===== src/rtl/prio_intc_pkg.sv =====
package prio_intc_pkg;

  localparam int INIT_BIT   = 4;
  localparam int W1_MODE4   = 0;
  localparam int W1_SINGLE  = 1;
  localparam int W1_LEVEL   = 3;
  localparam int W4_AUTOEOI = 1;
  localparam logic [7:0] EOI_CMD = 8'h20;

  typedef enum logic [1:0] {
    ST_READY,
    ST_OFFSET,
    ST_CASC,
    ST_MODE
  } init_state_e;

  typedef struct packed {
    logic initStart;
    logic eoi;
    logic maskWr;
    logic offsetWr;
    logic cascWr;
    logic modeWr;
  } strobe_t;

endpackage


===== src/rtl/prio_intc_ctrl.sv =====
module prio_intc_ctrl
  import prio_intc_pkg::*;
#(
  parameter int DATA_W = 8
) (
  input  logic              clk,
  input  logic              rstN,
  input  logic              busSel,
  input  logic              busWr,
  input  logic [DATA_W-1:0] busWdata,
  output strobe_t           strb,
  output logic              ready,
  output logic              singleMode
);

  init_state_e state, stateNext;
  logic        needMode;

  assign ready = (state == ST_READY);

  always_comb begin
    strb = '0;
    if (busWr) begin
      if (!busSel) begin
        if (busWdata[INIT_BIT])
          strb.initStart = 1'b1;
        else if (ready && busWdata == DATA_W'(EOI_CMD))
          strb.eoi = 1'b1;
      end else begin
        unique case (state)
          ST_READY:  strb.maskWr   = 1'b1;
          ST_OFFSET: strb.offsetWr = 1'b1;
          ST_CASC:   strb.cascWr   = 1'b1;
          ST_MODE:   strb.modeWr   = 1'b1;
          default:   strb = '0;
        endcase
      end
    end
  end

  always_comb begin
    stateNext = state;
    if (strb.initStart)
      stateNext = ST_OFFSET;
    else if (strb.offsetWr)
      stateNext = !singleMode ? ST_CASC : (needMode ? ST_MODE : ST_READY);
    else if (strb.cascWr)
      stateNext = needMode ? ST_MODE : ST_READY;
    else if (strb.modeWr)
      stateNext = ST_READY;
  end

  always_ff @(posedge clk) begin
    if (!rstN) begin
      state      <= ST_READY;
      singleMode <= 1'b1;
      needMode   <= 1'b0;
    end else begin
      state <= stateNext;
      if (strb.initStart) begin
        singleMode <= busWdata[W1_SINGLE];
        needMode   <= busWdata[W1_MODE4];
      end
    end
  end

  assert_casc_needs_cascade_R2: assert property (@(posedge clk) disable iff (!rstN)
    (state == ST_CASC) |-> !singleMode);

  assert_mode_needs_request_R2: assert property (@(posedge clk) disable iff (!rstN)
    (state == ST_MODE) |-> needMode);

  assert_one_strobe_R2: assert property (@(posedge clk) disable iff (!rstN)
    $onehot0(strb));

  assert_init_enters_offset_R2: assert property (@(posedge clk) disable iff (!rstN)
    strb.initStart |=> (state == ST_OFFSET));

endmodule


===== src/rtl/prio_intc_dp.sv =====
module prio_intc_dp
  import prio_intc_pkg::*;
#(
  parameter int NUM_IRQ = 8,
  parameter int DATA_W  = 8
) (
  input  logic               clk,
  input  logic               rstN,
  input  strobe_t            strb,
  input  logic               ready,
  input  logic [DATA_W-1:0]  busWdata,
  input  logic [NUM_IRQ-1:0] irqIn,
  input  logic               intAck,
  output logic               intReq,
  output logic [DATA_W-1:0]  vecOut,
  output logic               vecValid,
  output logic [NUM_IRQ-1:0] maskOut,
  output logic [NUM_IRQ-1:0] isrOut,
  output logic [DATA_W-1:0]  cascadeCfg
);

  localparam int IDX_W = $clog2(NUM_IRQ);
  localparam logic [IDX_W:0] NO_IDX = (IDX_W+1)'(NUM_IRQ);

  logic [NUM_IRQ-1:0] maskReg, pendReg, isrReg, irqPrev;
  logic [DATA_W-1:0]  offsetReg;
  logic               levelMode, autoEoi;

  logic [NUM_IRQ-1:0] reqVec, eligVec, edgeVec, winOneHot, svcOneHot, eoiClr, ackSet;
  logic [IDX_W:0]     winIdx, svcIdx;
  logic               ackHit;

  function automatic logic [IDX_W:0] lowestSet(input logic [NUM_IRQ-1:0] v);
    logic [IDX_W:0] r;
    r = NO_IDX;
    for (int i = NUM_IRQ - 1; i >= 0; i--)
      if (v[i]) r = (IDX_W+1)'(i);
    return r;
  endfunction

  assign edgeVec = irqIn & ~irqPrev;
  assign reqVec  = levelMode ? irqIn : pendReg;
  assign eligVec = reqVec & ~maskReg;
  assign winIdx  = lowestSet(eligVec);
  assign svcIdx  = lowestSet(isrReg);
  assign intReq  = ready && (winIdx < svcIdx);
  assign ackHit  = intAck && intReq;

  for (genvar g = 0; g < NUM_IRQ; g++) begin : g_onehot
    assign winOneHot[g] = (winIdx == (IDX_W+1)'(g));
    assign svcOneHot[g] = (svcIdx == (IDX_W+1)'(g));
  end

  assign eoiClr = strb.eoi ? svcOneHot : '0;
  assign ackSet = (ackHit && !autoEoi) ? winOneHot : '0;

  always_ff @(posedge clk) begin
    if (!rstN) begin
      maskReg   <= '1;
      pendReg   <= '0;
      isrReg    <= '0;
      irqPrev   <= '0;
      offsetReg <= '0;
      levelMode <= 1'b0;
      autoEoi   <= 1'b0;
      cascadeCfg <= '0;
      vecOut    <= '0;
      vecValid  <= 1'b0;
    end else begin
      irqPrev  <= irqIn;
      vecValid <= ackHit;
      if (ackHit)
        vecOut <= {offsetReg[DATA_W-1:IDX_W], winIdx[IDX_W-1:0]};

      if (strb.initStart) begin
        pendReg    <= '0;
        isrReg     <= '0;
        levelMode  <= busWdata[W1_LEVEL];
        autoEoi    <= 1'b0;
        cascadeCfg <= '0;
      end else begin
        pendReg <= (pendReg & ~(ackHit ? winOneHot : '0)) | edgeVec;
        isrReg  <= (isrReg & ~eoiClr) | ackSet;
      end

      if (strb.maskWr)   maskReg    <= busWdata[NUM_IRQ-1:0];
      if (strb.offsetWr) offsetReg  <= busWdata;
      if (strb.cascWr)   cascadeCfg <= busWdata;
      if (strb.modeWr)   autoEoi    <= busWdata[W4_AUTOEOI];
    end
  end

  assign maskOut = maskReg;
  assign isrOut  = isrReg;

  assert_vec_after_ack_R7: assert property (@(posedge clk) disable iff (!rstN)
    vecValid |-> $past(intAck));

  assert_vec_base_R3: assert property (@(posedge clk) disable iff (!rstN)
    vecValid |-> (vecOut[DATA_W-1:IDX_W] == offsetReg[DATA_W-1:IDX_W]));

  assert_isr_hold_R8: assert property (@(posedge clk) disable iff (!rstN)
    (!strb.eoi && !strb.initStart && !intAck) |=> $stable(isrReg));

  assert_eoi_drops_one_R8: assert property (@(posedge clk) disable iff (!rstN)
    (strb.eoi && !intAck && isrReg != '0) |=>
      ($countones(isrReg) == $countones($past(isrReg)) - 1));

  assert_auto_eoi_R11: assert property (@(posedge clk) disable iff (!rstN)
    (autoEoi && intAck && !strb.eoi && !strb.initStart) |=> $stable(isrReg));

  assert_level_idle_R10: assert property (@(posedge clk) disable iff (!rstN)
    (levelMode && (irqIn & ~maskReg) == '0) |-> !intReq);

endmodule


===== src/rtl/prio_intc.sv =====
module prio_intc
  import prio_intc_pkg::*;
#(
  parameter int DATA_W = 8
) (
  input  logic              clk,
  input  logic              rstN,
  input  logic              busSel,
  input  logic              busWr,
  input  logic [DATA_W-1:0] busWdata,
  output logic [DATA_W-1:0] busRdata,
  input  logic [DATA_W-1:0] irqIn,
  input  logic              intAck,
  output logic              intReq,
  output logic [DATA_W-1:0] vecOut,
  output logic              vecValid,
  output logic [DATA_W-1:0] cascadeCfg,
  output logic              singleMode
);

  localparam int NUM_IRQ = DATA_W;

  strobe_t            strb;
  logic               ready;
  logic [NUM_IRQ-1:0] maskOut, isrOut;

  prio_intc_ctrl #(.DATA_W(DATA_W)) ctrl_i (
    .clk        (clk),
    .rstN       (rstN),
    .busSel     (busSel),
    .busWr      (busWr),
    .busWdata   (busWdata),
    .strb       (strb),
    .ready      (ready),
    .singleMode (singleMode)
  );

  prio_intc_dp #(.NUM_IRQ(NUM_IRQ), .DATA_W(DATA_W)) dp_i (
    .clk        (clk),
    .rstN       (rstN),
    .strb       (strb),
    .ready      (ready),
    .busWdata   (busWdata),
    .irqIn      (irqIn),
    .intAck     (intAck),
    .intReq     (intReq),
    .vecOut     (vecOut),
    .vecValid   (vecValid),
    .maskOut    (maskOut),
    .isrOut     (isrOut),
    .cascadeCfg (cascadeCfg)
  );

  assign busRdata = busSel ? maskOut : isrOut;

endmodule


===== config.mk =====
export PLATFORM = sky130hd
export DESIGN_NAME = prio_intc
export DESIGN_NICKNAME = d
export VERILOG_FILES = /design/src/rtl/prio_intc_pkg.sv /design/src/rtl/prio_intc_ctrl.sv /design/src/rtl/prio_intc_dp.sv /design/src/rtl/prio_intc.sv
export SDC_FILE = /design/constraint.sdc
export NUM_CORES = 1
export LEC_CHECK = 0
export ABC_CLOCK_PERIOD_IN_PS = 5850
export BUFFER_PORTS_ARGS = -buffer_cell sky130_fd_sc_hd__buf_4
export CORE_MARGIN = 1
export CORE_UTILIZATION = 40
export DETAILED_ROUTE_END_ITERATION = 8
export PLACE_DENSITY = 0.63
export REMOVE_ABC_BUFFERS = 1
export SETUP_SLACK_MARGIN = 0.02
export SYNTH_ARGS = -nofsm -noshare
export SYNTH_HDL_FRONTEND = slang
export SYNTH_SLANG_ARGS = --single-unit

===== constraint.sdc =====
create_clock -name clk -period 5.85 [get_ports clk]
set_input_delay 1.17 -clock clk [delete_from_list [all_inputs] [get_ports clk]]
set_output_delay 1.17 -clock clk [all_outputs]
set_load 0.05 [all_outputs]

==> reports/qor.csv <==
metric;value;unit
status;finished, violations left;
violations;design-rule violations;
ir_drop;0.114;mV
die_h;85.8;um
finalSetupViolations;0;
cp_max_fo;4;
instances_no_fill;473;
maxCapViolCount;0;
yosys_warnings;0;
cts_buffer_depth;2;
syn_inst;331;
critPathLaunch;irqIn[3];
track_usage;20.6;%
grt_pass1_wl;11600;um
grt_max_degree;35;
syn_to_final_growth;22.5;%
hold_viol;0;
io_buffers;47;
firstDrtPassIters;6;
routedWlPerCell;14.8;um
cts_buffers;9;
async_flop_share;0;%
final_cell_mix;dfxtp_1 (60), buf_4 (47), nand2_1 (46);
cts_sinks;60;
synth-edff-count;0;
die_area;0.00736;mm2
coreArea;0.00679;mm2
start_util;41.3;%
ys.flop_type;dfxtp_1;
ys_ff_latch;60;
post_cts_buffers;0;
cts_resized;0;
fin_crit_sh;85.7;%
worst_hold_path_type;reg -> reg;
maxSlewViolCount;0;
cts-root-buf;clkbuf_8;
end_kind;output pin;
cts.clk_slew.worst_paths;80;ps
fin_skew;13.2;ps
rsz0062_at_grt;false;
htree_num_levels;3;
rows;30;
rrSetupSlack;1750;ps
grt_remaining_overflow;0;
timing.rr.start;dp_i.levelMode;
n_antenna_cell;0;
drive_gt1_share;21.8;%
cts_hold_buf;0;
power_density;314;mW/mm2
power_leakage;1.38;nW
wirelength;7010;um
synth_area;0.00281;mm2
crit_arrival;3840;ps
setup-tns-final;0;ps
clock_latency;350;ps
nNetsFinal;396;
ios;48;
postSynthAreaPerCell;8.49;um2
cts_tree;yes;
vias;2516;
start_kind;primary input;
gp_congestion;0.817;
min_period;5010;ps
placed_cells;457;
routed_via_density;5.32;
crit_type;in -> out;
reg2reg_depth;10;
reg2reg_to;dp_i.isrOut[0];
synth-seq-area-share;42.8;%
fmax;200;MHz
required;4680;ps
synthDistinctLibCells;45;
crit_end;intReq;
slew_headroom;26.0;%
mostFrequentLayoutCell;dfxtp_1;
dp_hpwl;4920;um
post-route-drc-count;2;
die_w;85.8;um
initialDrtViolationCount;187;
antenna_found_initial;0;
worst_pin_slew;1100;ps
grt_pass1_vias;2297;
antenna_left;0;
layout make-up:
type,count,area [um2]
Inverter,8,30.0
Timing Repair Buffer,47,353
Multi-Input combinational cell,246,1490
Clock inverter,7,124
Fill cell,683,3350
Sequential cell,60,1200
Tap cell,96,120
Clock buffer,9,124
logic make-up (layout without fill, tap and decap cells):
kind of cell / after synthesis / in the layout / share of synthesized area (%)
muxes: 23 / 23 / 8.82
and+or+nand+nor: 143 / 143 / 24.8
AOI/OAI and AO/OA: 77 / 77 / 18.1
buffers and inverters: 25 / 71 / 4.19
DFF: 60 / 60 / 42.8
adders and majority gates: 3 / 3 / 1.34
metrics by stage:
stage	power [mW]	util [%]	hold WS [ps]	instance area (um2)	worst slack (ps)
CTS	1.09	50.7	444	3440	840
global route	1.12	50.7	465	3440	637
finish	1.08	50.7	437	3440	839
global placement	0.626	47.0	433	3190	928
floorplan	0.563	-	428	2720	1120
detailed placement	0.628	47.0	438	3190	860
synthesized netlist by cell type, drive strengths merged, types with 2 or more instances:
| cell | number | area [um2] |
|---|---|---|
| nand3 | 26 | 130 |
| or2 | 3 | 18.8 |
| nor4 | 2 | 12.5 |
| o41ai | 3 | 26.3 |
| inv | 7 | 26.3 |
| mux2 | 8 | 97.6 |
| buf | 4 | 38.8 |
| mux2i | 15 | 150 |
| a21oi | 28 | 144 |
| a21o | 2 | 15.0 |
| ha | 3 | 37.5 |
| o31ai | 6 | 45.0 |
| a2111o | 2 | 22.5 |
| o211ai | 3 | 27.5 |
| o21ai | 20 | 104 |
| dfxtp | 60 | 1200 |
| nor3 | 3 | 15.0 |
| nor2 | 23 | 86.3 |
| a211oi | 3 | 37.5 |
| nand4 | 3 | 18.8 |
| and2 | 12 | 75.1 |
| clkbuf | 13 | 48.8 |
| or4 | 4 | 30.0 |
| nor2b | 5 | 31.3 |
| o22ai | 2 | 12.5 |
| or3 | 2 | 12.5 |
| nand2 | 46 | 173 |
| a31oi | 3 | 25.0 |
| nand2b | 11 | 68.8 |
layer usage:
metal	share of wire, %	up-vias	global-route usage (%)
li1	-	1261	-
met1	49	1190	28.1
met2	45	54	32.0
met3	4.0	11	4.81
met4	1.7	0	7.27
met5	0	-	0
where the power goes:
group	internal [mW]	switching [mW]	total, mW
clock network	0.286	0.177	0.463
logic	0.0622	0.119	0.181
registers	0.425	0.0125	0.437
total	0.773	0.309	1.08
worst min-delay path by stage:
stage,from,end,slack [ps],cells past startpoint
after floorplan,dp_i.offsetReg[3],dp_i.vecOut[3],430,2
after detailed placement,dp_i.vecOut[0],dp_i.vecOut[0],440,2
after global placement,dp_i.vecOut[0],dp_i.vecOut[0],430,2
final,dp_i.offsetReg[6],dp_i.vecOut[6],440,2
after global routing,dp_i.vecOut[0],dp_i.vecOut[0],460,2
after CTS,dp_i.offsetReg[6],dp_i.vecOut[6],440,2
state kept, by name (all words and copies together) (netlist names):
signal,flops
dp_i.cascadeCfg,8
dp_i.irqPrev,8
dp_i.isrOut,8
dp_i.maskOut,8
dp_i.pendReg,8
dp_i.vecOut,8
dp_i.offsetReg,5
ctrl_i.state,2
ctrl_i.needMode,1
ctrl_i.singleMode,1
dp_i.autoEoi,1
dp_i.levelMode,1
dp_i.vecValid,1
critical path, cell delays in order:
cell and delay (ps):
buf_4 120, mux2i_1 200, o22ai_1 170, nor3_1 400, and2_1 200, ha_1 240
a2111o_1 430, a2111o_1 430, a21oi_2 160, a21o_1 140, buf_4 190
Power figures use the tool's default switching activity.
